`config.mk`:
```
export PLATFORM = sky130hd
export DESIGN_NAME = lin_resp_engine
export DESIGN_NICKNAME = d
export VERILOG_FILES = /design/src/rtl/lin_resp_pkg.sv /design/src/rtl/lin_id_decode.sv /design/src/rtl/lin_resp_buf.sv /design/src/rtl/lin_resp_engine.sv
export SDC_FILE = /design/constraint.sdc
export NUM_CORES = 1
export LEC_CHECK = 0
export ABC_CLOCK_PERIOD_IN_PS = 6200
export BUFFER_PORTS_ARGS = -buffer_cell sky130_fd_sc_hd__clkbuf_2
export CAP_MARGIN = 20
export CORE_UTILIZATION = 40
export CTS_BUF_LIST = sky130_fd_sc_hd__clkbuf_8
export DETAILED_ROUTE_END_ITERATION = 6
export SETUP_SLACK_MARGIN = 0.2
export SYNTH_ARGS = -nofsm -noshare
export SYNTH_HDL_FRONTEND = slang
export SYNTH_SLANG_ARGS = --single-unit
export TNS_END_PERCENT = 20
```
`constraint.sdc`:
```
create_clock -name clk_i -period 6.2 [get_ports clk_i]
set_input_delay 0.62 -clock clk_i [delete_from_list [all_inputs] [get_ports clk_i]]
set_output_delay 0.62 -clock clk_i [all_outputs]
set_load 0.005 [all_outputs]
```
`src/rtl/lin_resp_pkg.sv`:
```
package lin_resp_pkg;
  typedef enum logic [1:0] {ST_IDLE, ST_TX, ST_RX} lin_st_e;

  localparam int unsigned NUM_ERR = 7;
  localparam int unsigned E_BIT   = 0;
  localparam int unsigned E_CKS   = 1;
  localparam int unsigned E_PAR   = 2;
  localparam int unsigned E_FRM   = 3;
  localparam int unsigned E_OVR   = 4;
  localparam int unsigned E_SYNC  = 5;
  localparam int unsigned E_TMO   = 6;

  // {bit7, bit6} of the protected identifier
  function automatic logic [1:0] lin_parity(input logic [5:0] id);
    return {~(id[1] ^ id[3] ^ id[4] ^ id[5]), id[0] ^ id[1] ^ id[2] ^ id[4]};
  endfunction

  // sum with end-around carry
  function automatic logic [7:0] cks_add(input logic [7:0] a, input logic [7:0] b);
    logic [8:0] s;
    s = {1'b0, a} + {1'b0, b};
    return s[7:0] + {7'b0, s[8]};
  endfunction
endpackage

```
`src/rtl/lin_id_decode.sv`:
```
module lin_id_decode #(
  parameter int unsigned DEPTH = 8,
  localparam int unsigned CNT_W = $clog2(DEPTH + 2)
) (
  input  logic [7:0]       pid_i,
  input  logic             mode_v2_i,
  input  logic [CNT_W-1:0] soft_len_i,
  output logic             par_ok_o,
  output logic [CNT_W-1:0] len_o,
  output logic             classic_o
);
  import lin_resp_pkg::*;

  localparam logic [CNT_W-1:0] LEN_FULL = CNT_W'(DEPTH);
  localparam logic [CNT_W-1:0] LEN_HALF = CNT_W'(DEPTH / 2);
  localparam logic [CNT_W-1:0] LEN_QTR  = CNT_W'(DEPTH / 4);

  logic [CNT_W-1:0] len_v1;

  assign par_ok_o = (lin_parity(pid_i[5:0]) == pid_i[7:6]);

  always_comb begin
    unique case (pid_i[5:4])
      2'd3:    len_v1 = LEN_FULL;
      2'd2:    len_v1 = LEN_HALF;
      default: len_v1 = LEN_QTR;
    endcase
  end

  always_comb begin
    if (!mode_v2_i)                                     len_o = len_v1;
    else if (soft_len_i == '0 || soft_len_i > LEN_FULL) len_o = LEN_FULL;
    else                                                len_o = soft_len_i;
  end

  // diagnostic ids 0x3C..0x3F stay classic
  assign classic_o = !mode_v2_i || (pid_i[5:2] == 4'hF);
endmodule

```
`src/rtl/lin_resp_buf.sv`:
```
module lin_resp_buf #(
  parameter int unsigned DEPTH = 8,
  parameter int unsigned DW    = 8,
  localparam int unsigned IDX_W = $clog2(DEPTH)
) (
  input  logic             clk_i,
  input  logic             rst_ni,
  input  logic             lock_i,
  input  logic             idx_ld_i,
  input  logic [IDX_W-1:0] idx_i,
  input  logic             autoinc_i,
  input  logic             sw_wr_i,
  input  logic [DW-1:0]    sw_wdata_i,
  input  logic             sw_rd_i,
  output logic [DW-1:0]    sw_rdata_o,
  input  logic             eng_wr_i,
  input  logic [IDX_W-1:0] eng_addr_i,
  input  logic [DW-1:0]    eng_wdata_i,
  output logic [DW-1:0]    eng_rdata_o
);
  logic [DW-1:0]    mem_q [DEPTH];
  logic [IDX_W-1:0] idx_q;
  logic             wr_ok;

  assign wr_ok       = sw_wr_i && !lock_i;
  assign sw_rdata_o  = mem_q[idx_q];
  assign eng_rdata_o = mem_q[eng_addr_i];

  // DEPTH is a power of two, so the increment wraps
  always_ff @(posedge clk_i or negedge rst_ni) begin
    if (!rst_ni) begin
      idx_q <= '0;
    end else if (idx_ld_i) begin
      idx_q <= idx_i;
    end else if (autoinc_i && (wr_ok || sw_rd_i)) begin
      idx_q <= idx_q + IDX_W'(1);
    end
  end

  always_ff @(posedge clk_i or negedge rst_ni) begin
    if (!rst_ni) begin
      for (int i = 0; i < DEPTH; i++) mem_q[i] <= '0;
    end else if (eng_wr_i) begin
      mem_q[eng_addr_i] <= eng_wdata_i;
    end else if (wr_ok) begin
      mem_q[idx_q] <= sw_wdata_i;
    end
  end
endmodule

```
`src/rtl/lin_resp_engine.sv`:
```
module lin_resp_engine #(
  parameter int unsigned DEPTH = 8,
  localparam int unsigned IDX_W = $clog2(DEPTH),
  localparam int unsigned CNT_W = $clog2(DEPTH + 2),
  localparam int unsigned NERR  = lin_resp_pkg::NUM_ERR
) (
  input  logic             clk_i,
  input  logic             rst_ni,
  input  logic             mode_v2_i,
  input  logic             dir_tx_i,
  input  logic [CNT_W-1:0] soft_len_i,
  input  logic             id_valid_i,
  input  logic [7:0]       id_byte_i,
  input  logic             rx_valid_i,
  input  logic [7:0]       rx_byte_i,
  input  logic             tx_ready_i,
  output logic             tx_valid_o,
  output logic [7:0]       tx_byte_o,
  input  logic             bit_err_i,
  input  logic             frm_err_i,
  input  logic             ovr_err_i,
  input  logic             sync_err_i,
  input  logic             tmo_err_i,
  input  logic             buf_idx_ld_i,
  input  logic [IDX_W-1:0] buf_idx_i,
  input  logic             buf_autoinc_i,
  input  logic             buf_wr_i,
  input  logic [7:0]       buf_wdata_i,
  input  logic             buf_rd_i,
  output logic [7:0]       buf_rdata_o,
  output logic             id_ok_o,
  output logic [CNT_W-1:0] resp_len_o,
  output logic             busy_o,
  output logic             tx_ok_o,
  output logic             rx_ok_o,
  output logic [CNT_W-1:0] sent_cnt_o,
  output logic [NERR-1:0]  err_flags_o,
  output logic             err_o
);
  import lin_resp_pkg::*;

  lin_st_e          st_q;
  logic [CNT_W-1:0] len_q, cnt_q, sent_q;
  logic [7:0]       acc_q;
  logic [NERR-1:0]  flags_q, err_in, cks_set;
  logic             id_ok_q, tx_ok_q, rx_ok_q;
  logic             par_ok, classic, any_err, last, eng_wr;
  logic [CNT_W-1:0] dec_len;
  logic [7:0]       eng_rdata;

  lin_id_decode #(.DEPTH(DEPTH)) u_dec (
    .pid_i      (id_byte_i),
    .mode_v2_i  (mode_v2_i),
    .soft_len_i (soft_len_i),
    .par_ok_o   (par_ok),
    .len_o      (dec_len),
    .classic_o  (classic)
  );

  lin_resp_buf #(.DEPTH(DEPTH), .DW(8)) u_buf (
    .clk_i       (clk_i),
    .rst_ni      (rst_ni),
    .lock_i      (busy_o),
    .idx_ld_i    (buf_idx_ld_i),
    .idx_i       (buf_idx_i),
    .autoinc_i   (buf_autoinc_i),
    .sw_wr_i     (buf_wr_i),
    .sw_wdata_i  (buf_wdata_i),
    .sw_rd_i     (buf_rd_i),
    .sw_rdata_o  (buf_rdata_o),
    .eng_wr_i    (eng_wr),
    .eng_addr_i  (cnt_q[IDX_W-1:0]),
    .eng_wdata_i (rx_byte_i),
    .eng_rdata_o (eng_rdata)
  );

  always_comb begin
    err_in         = '0;
    err_in[E_BIT]  = bit_err_i;
    err_in[E_FRM]  = frm_err_i;
    err_in[E_OVR]  = ovr_err_i;
    err_in[E_SYNC] = sync_err_i;
    err_in[E_TMO]  = tmo_err_i;
  end

  assign any_err = |err_in;
  assign last    = (cnt_q == len_q);
  assign eng_wr  = (st_q == ST_RX) && rx_valid_i && !any_err && !last && !id_valid_i;

  always_comb begin
    cks_set = '0;
    cks_set[E_CKS] = (st_q == ST_RX) && rx_valid_i && !any_err && last &&
                     (rx_byte_i != ~acc_q);
  end

  always_ff @(posedge clk_i or negedge rst_ni) begin
    if (!rst_ni) begin
      st_q    <= ST_IDLE;
      len_q   <= '0;
      cnt_q   <= '0;
      sent_q  <= '0;
      acc_q   <= '0;
      flags_q <= '0;
      id_ok_q <= 1'b0;
      tx_ok_q <= 1'b0;
      rx_ok_q <= 1'b0;
    end else if (id_valid_i) begin
      // a header always restarts the frame
      flags_q        <= err_in;
      flags_q[E_PAR] <= !par_ok;
      id_ok_q        <= par_ok;
      tx_ok_q        <= 1'b0;
      rx_ok_q        <= 1'b0;
      sent_q         <= '0;
      cnt_q          <= '0;
      len_q          <= dec_len;
      acc_q          <= classic ? 8'h00 : id_byte_i;
      if (!par_ok || any_err) st_q <= ST_IDLE;
      else                    st_q <= dir_tx_i ? ST_TX : ST_RX;
    end else begin
      flags_q <= flags_q | err_in | cks_set;
      unique case (st_q)
        ST_TX: begin
          if (any_err) begin
            st_q <= ST_IDLE;
          end else if (tx_ready_i) begin
            sent_q <= sent_q + CNT_W'(1);
            if (last) begin
              tx_ok_q <= 1'b1;
              st_q    <= ST_IDLE;
            end else begin
              acc_q <= cks_add(acc_q, eng_rdata);
              cnt_q <= cnt_q + CNT_W'(1);
            end
          end
        end
        ST_RX: begin
          if (any_err) begin
            st_q <= ST_IDLE;
          end else if (rx_valid_i) begin
            if (last) begin
              rx_ok_q <= (rx_byte_i == ~acc_q);
              st_q    <= ST_IDLE;
            end else begin
              acc_q <= cks_add(acc_q, rx_byte_i);
              cnt_q <= cnt_q + CNT_W'(1);
            end
          end
        end
        default: ;
      endcase
    end
  end

  assign busy_o      = (st_q != ST_IDLE);
  assign tx_valid_o  = (st_q == ST_TX);
  assign tx_byte_o   = last ? ~acc_q : eng_rdata;
  assign id_ok_o     = id_ok_q;
  assign resp_len_o  = len_q;
  assign tx_ok_o     = tx_ok_q;
  assign rx_ok_o     = rx_ok_q;
  assign sent_cnt_o  = sent_q;
  assign err_flags_o = flags_q;
  assign err_o       = |flags_q;
endmodule

```
==> results of run 1 <==
kinds of logic after synthesis:
family,count (synthesis)
adders and majority gates,25
buffers and inverters,73
xor gates and xnor gates,32
and+or+nand+nor,267
muxes,24
AOI/OAI and AO/OA,281
DFF,99
sequential cells by signal, summed over array words and instances (netlist names), 2 cells and up:
signal       cells
u_buf.mem_q     64
acc_q            8
err_flags_o      7
cnt_q            4
resp_len_o       4
sent_cnt_o       4
u_buf.idx_q      3
st_q             2
area by class of cell:
class	instances	share of cell area, %
timing repair buffer	90	6.21
inverter	16	0.793
tap	220	3.63
sequential	99	32.7
clock inverter	7	0.842
multi-input combinational	629	54.2
clock buffer	9	1.63
where the power goes:
| part | leakage (nW) | total, mW | switching (mW) | internal [mW] |
|---|---|---|---|---|
| logic | 1.95 | 1.28 | 0.697 | 0.586 |
| clock network | 0.0975 | 0.425 | 0.268 | 0.157 |
| registers | 1.23 | 1.11 | 0.265 | 0.845 |
per-layer routing:
layer	GRT usage, %	part of all wire [%]
met1	37.0	45
met2	40.1	45
met3	4.60	7.2
met4	10.3	3.1
met5	0	0
cells in the final DEF (no fill, tap or decap), types with 16 or more instances in the layout:
cell type  synthesis  routed
dfrtp_1           99      99
clkbuf_2           0      82
o21ai_0           66      65
nand2_1           64      64
a22oi_1           62      62
nor2_1            61      60
nand3_1           56      56
a21oi_1           40      40
a31oi_1           27      27
ha_1              23      23
xnor2_1           21      21
a221oi_1          17      17
a21o_1            17      17
inv_1             16      16
path summary, 6_finish.rpt:
| path | start | to | slack [ns] | depth (start not counted) |
|---|---|---|---|---|
| min | rst_ni | u_buf.mem_q[46]$_DFFE_PN0P_ | 0.17 | 1 |
| max in group asynchronous | rst_ni | sent_cnt_o[3]$_DFFE_PN0P_ | 4.81 | 2 |
| max reg2reg | cnt_q[2]$_DFFE_PN0P_ | acc_q[7]$_DFFE_PN0P_ | 1.43 | 17 |
| max | cnt_q[2]$_DFFE_PN0P_ | acc_q[7]$_DFFE_PN0P_ | 1.43 | 17 |
| min reg2reg | err_flags_o[4]$_DFF_PN0_ | err_flags_o[4]$_DFF_PN0_ | 0.51 | 1 |
| min in group clk_i | ovr_err_i | err_flags_o[4]$_DFF_PN0_ | 0.39 | 2 |
stage by stage:
stage          worst slack, ns  instances  hold WS [ns]  instance area [um2]
4_1_cts                   1.49       1070         0.177                 7580
5_1_grt                   1.09       1070         0.199                 7580
3_3_place_gp              1.60       1054         0.484                 7390
2_1_floorplan             1.79        801         0.324                 6870
6_report                  1.43       1070         0.168                 7580
3_5_place_dp              1.55       1054         0.491                 7390
==> metrics.md, run 1 <==
| Metric | Value |
|---|---|
| Adder-Cell Fraction of Synth Area | 4.77% |
| VDD IR max | 130 uV |
| RePlAce Congestion | 0.906 |
| Detailed Place HPWL | 16800 um |
| Compound-Gate Fraction of Synth Area | 27.0% |
| Setup TNS | 0 ns |
| Failing checks | DRC |
| Synth Flop Type | dfrtp_1 |
| Max cap viols | 0 |
| Worst Setup End Kind | register |
| Layout cells sized above 1 | 15.4% |
| Post-route DRC | 5 |
| Relative slew slack | 30.9% |
| Vias in the first global route | 6057 |
| Highest Clock Rate | 0.209 GHz |
| FP Rows | 47 |
| DRT Wirelength | 22700 um |
| Starting DRT DRC Count | 863 |
| Setup Fix Bufs, Post-CTS | 0 |
| Top delay family on crit path | compound AO/OA/AOI/OAI gates |
| Core Box Area | 16700 um2 |
| Syn nets | 873 |
| Filler cell count | 1720 |
| Post-synth EDFFs | 0 |
| Most frequent cell after synthesis | dfrtp_1 |
| CTS clk-pin slew, worst paths | 0.11 ns |
| Critical path's slowest cell | dfrtp_1 |
| Area occupied by multi-input gates | 4110 um2 |
| Layout Utilization | 45.4% |
| Post-CTS sizing | 0 |
| CTS Buf Count | 9 |
| Pwr dens | 372 nW/um2 |
| Drt pass-1 iters | 7 |
| Mux cell area share after synthesis | 4.00% |
| Area Growth Syn to Fin | 10.2% |
| Critical Path, Cell by Cell | nor3b_1 -> a22oi_1 -> nand3_1 -> ha_1 -> fa_1 -> a211oi_1 -> o21a_1 -> nor2_1 -> o21ai_0 -> nand2b_1 -> ha_1 -> and3_1 -> o2111ai_1 -> and4bb_2 -> xor2_1 -> a21oi_1 -> a22o_1 |
| Initial antenna violation count | 0 |
| Worst slew pin tran | 1.04 ns |
| Yosys reg bits | 99 |
| Tot GR Track Use | 26.3% |
| Root buffer cell | clkbuf_8 |
| Htree depth | 3 |
| Most frequent CP cell | ha_1 |
| Tcrit/Tclk final | 77.0% |
| Largest family of logic cells by synthesized area | compound AO/OA/AOI/OAI gates |
| CTS tree | built |
| Final Power | 2.82 mW |
| Setup-failing EPs final | 0 |
| Top cells by area, synth | dfrtp_1 (36%), a22oi_1 (6.8%), o21ai_0 (4.8%) |
| Starting Density | 41.2% |
| Die Ht | 133 um |
| First-pass GRT wire length | 35400 um |
| Routed Antenna Nets | 0 |
| Synth cell count leaders | dfrtp_1 (99), o21ai_0 (66), nand2_1 (64) |
| Unique masters post-synth | 67 |
| Ys async rst share | 100% |
| Clock Sinks | 99 |
| Yosys top cell by area | dfrtp_1 |
| Yosys warns | 0 |
| Final Skew | 0.0190 ns |
| CP arrival | 5.08 ns |
| # diodes | 0 |
| Max-slew violations | 0 |
| Count of hold buffers inserted by post-cts repair | 0 |
| Sequential Area | 2480 um2 |
| Net count, final | 917 |
| Number of buffers added on ports | 83 |
| LEAKAGE | 3.28 nW |
| Maximum buffer depth of the clock tree | 2 |
| # IOs | 84 |
| Worst setup SP type | register |
| HP Class | in2async |
| Post-synthesis simple-gate area fraction | 19.7% |
| Crit-path max FO | 28 |
| Synth Instances | 801 |
| Synth Area in XOR/XNOR | 4.08% |
| Die area | 17700 um2 |
| Sequential fraction of the synthesis area | 36.0% |
| Via Count | 6560 |
| Critical path buffer and inverter count | 0 |
| Worst path max stage delay | 0.97 ns |
| Wire per inst | 21.2 um |
| Clock period minus worst slack | 4.77 ns |
| Top cell type's share of synthesized area | 36.0% |
| Run status | complete, but fails checks |
| Req. time, crit path | 6.50 ns |
| Largest net degree at the start of global routing | 66 |
| Synthesized area | 6870 um2 |
| Die Wd | 133 um |
| Clk Latency, worst-skew pair | 0.41 ns |
| Hold Vio Cnt, Final | 0 |
| RSZ-0062 raised after global routing | no |
| Total grt overflow | 0 |
| Syn Area/Cell | 8.58 um2 |
| Routed vias/inst | 6.13 |
| Kind of critical path | reg2reg |
Power figures use the tool's default switching activity.
==> run 2, diff against run 1 <==
--- a/config.mk
+++ b/config.mk
@@ -5,7 +5,7 @@
 export SDC_FILE = /design/constraint.sdc
 export NUM_CORES = 1
 export LEC_CHECK = 0
-export ABC_CLOCK_PERIOD_IN_PS = 6200
+export ABC_CLOCK_PERIOD_IN_PS = 4200
 export BUFFER_PORTS_ARGS = -buffer_cell sky130_fd_sc_hd__clkbuf_2
 export CAP_MARGIN = 20
 export CORE_UTILIZATION = 40
==> constraint.sdc (replaced) <==
create_clock -name clk_i -period 4.2 [get_ports clk_i]
set_input_delay 0.42 -clock clk_i [delete_from_list [all_inputs] [get_ports clk_i]]
set_output_delay 0.42 -clock clk_i [all_outputs]
set_load 0.005 [all_outputs]
==> metrics.md, run 2 (synthesized netlist as in run 1, its figures left out) <==
| Metric | Value |
|---|---|
| Commonest non-fill, non-tap cells in the layout | dfrtp_1 (96), clkbuf_2 (82), nand2_1 (63), o21ai_0 (63), a22oi_1 (62) |
| Number of buffers added on ports | 83 |
| Pwr dens | 544 nW/um2 |
| CTS tree | built |
| Post-route DRC | 0 |
| Net count, final | 944 |
| Most common cell after layout, fill and taps aside | dfrtp_1 |
| CP arrival | 4.10 ns |
| DRT Wirelength | 23500 um |
| Req. time, crit path | 4.49 ns |
| Clock Sinks | 99 |
| Initial antenna violation count | 0 |
| Max cap viols | 0 |
| Via Count | 6761 |
| Detailed Place HPWL | 17500 um |
| Routed vias/inst | 6.16 |
| LEAKAGE | 3.42 nW |
| Filler cell count | 1710 |
| Die Wd | 133 um |
| Vias in the first global route | 6279 |
| Final Skew | 0.0153 ns |
| Total grt overflow | 0 |
| Tcrit/Tclk final | 90.8% |
| HP Class | in2async |
| Clock period minus worst slack | 3.81 ns |
| Biggest register | u_buf.mem_q |
| Crit-path max FO | 5 |
| Setup TNS | 0 ns |
| Maximum buffer depth of the clock tree | 2 |
| Largest net degree at the start of global routing | 75 |
| Tot GR Track Use | 26.9% |
| CTS Buf Count | 9 |
| Max-slew violations | 0 |
| # diodes | 0 |
| Die Ht | 133 um |
| Kind of critical path | reg2reg |
| Root buffer cell | clkbuf_8 |
| Layout Utilization | 47.0% |
| Sequential Area | 2480 um2 |
| RePlAce Congestion | 0.964 |
| Wire per inst | 21.4 um |
| Number of flip-flops in the largest register | 64 |
| Layout cells sized above 1 | 19.4% |
| Run status | finished clean |
| Worst setup SP type | register |
| Clk Latency, worst-skew pair | 0.40 ns |
| Die area | 17700 um2 |
| Worst Setup End Kind | register |
| Htree depth | 3 |
| Highest Clock Rate | 0.262 GHz |
| Worst slew pin tran | 0.959 ns |
| Hold Vio Cnt, Final | 0 |
| Starting DRT DRC Count | 702 |
| # IOs | 84 |
| Core Box Area | 16700 um2 |
| CTS clk-pin slew, worst paths | 0.12 ns |
| VDD IR max | 212 uV |
| First-pass GRT wire length | 36300 um |
| Area Growth Syn to Fin | 14.1% |
| Starting Density | 41.2% |
| Count of hold buffers inserted by post-cts repair | 0 |
| Relative slew slack | 36.1% |
| Routed Antenna Nets | 0 |
| Setup-failing EPs final | 0 |
| Area occupied by multi-input gates | 4150 um2 |
| Drt pass-1 iters | 5 |
| RSZ-0062 raised after global routing | yes |
| FP Rows | 47 |
[run 2: changes by cell type in the layout (fill, tap and decap cells not counted), moves of 2 or more]
cell / previous run / this run
buf_4: 8 / 34
dfrtp_1: 99 / 96
dfrtp_2: 0 / 3
ha_1: 23 / 20
a221oi_1: 17 / 15
a221oi_2: 0 / 2
clkinv_8: 0 / 2
ha_2: 0 / 2
inv_6: 5 / 3
o21ai_0: 65 / 63
o21ai_1: 7 / 9
[run 2: critical path, cell delays in order (launching register included)]
cell and delay (ns):
dfrtp_2 0.44, buf_6 0.13, mux2_2 0.34, a221oi_2 0.22, a21oi_1 0.07, a221o_1 0.34
ha_4 0.30, o21ai_1 0.10, o21a_1 0.21, nor2_1 0.13, o21ai_0 0.10, nand2b_1 0.12
ha_2 0.19, and3_4 0.19, o2111ai_1 0.09, and4bb_2 0.31, xor2_1 0.14, a21oi_1 0.08
a22o_1 0.20
[run 2: area by class of cell]
cell class,count,area share (%)
multi-input cells,629,52.9
inverters,16,0.766
well taps,220,3.51
clock buffers,9,1.58
repair buffers,117,8.63
flip-flops and latches,99,31.6
clock inverters,7,0.989
[run 2: final timing paths]
| check | start | to | slack, ns | cells after the start |
|---|---|---|---|---|
| max | cnt_q[0]$_DFFE_PN0P_ | acc_q[7]$_DFFE_PN0P_ | 0.39 | 18 |
| min | rst_ni | err_flags_o[5]$_DFF_PN0_ | 0.13 | 1 |
| max reg2reg | cnt_q[0]$_DFFE_PN0P_ | acc_q[7]$_DFFE_PN0P_ | 0.39 | 18 |
| min reg2reg | err_flags_o[5]$_DFF_PN0_ | err_flags_o[5]$_DFF_PN0_ | 0.53 | 1 |
| max in group asynchronous | rst_ni | u_buf.mem_q[62]$_DFFE_PN0P_ | 3.12 | 2 |
| min in group clk_i | bit_err_i | err_flags_o[0]$_DFF_PN0_ | 0.20 | 2 |
[run 2: layer usage]
layer / part of all wire (%) / global-route usage [%] / wire length (um)
met5: 0 / 0 / 0
met4: 3.1 / 10.2 / 724
met3: 7.5 / 4.64 / 1750
met2: 45 / 40.8 / 10500
met1: 45 / 38.3 / 10500
[run 2: stage by stage]
stage          setup slack, ns  cells  power, mW  area [um2]  hold slack (ns)
6_report                 0.388   1097       4.27        7850            0.133
5_1_grt                  0.178   1097       4.57        7850            0.182
4_1_cts                  0.231   1091       4.21        7750            0.166
3_5_place_dp            0.0938   1074       3.55        7540            0.487
3_3_place_gp             0.132   1074       3.55        7540            0.483
2_1_floorplan            0.213    801       2.91        6890            0.124
[run 2: repair_timing]
action | CTS | global route
setup buffers | 1 | 6
hold endpoints to repair | 0 | 0
gates resized for setup | 2 | 13
pin swaps | 0 | 4
setup endpoints to repair | 3 | 5
gates cloned | 0 | 0
[run 2: power breakdown]
group / switching [mW] / total, mW / internal (mW)
sequential: 0.389 / 1.64 / 1.25
clock: 0.410 / 0.646 / 0.236
combinational: 1.07 / 1.99 / 0.921
total: 1.87 / 4.27 / 2.41
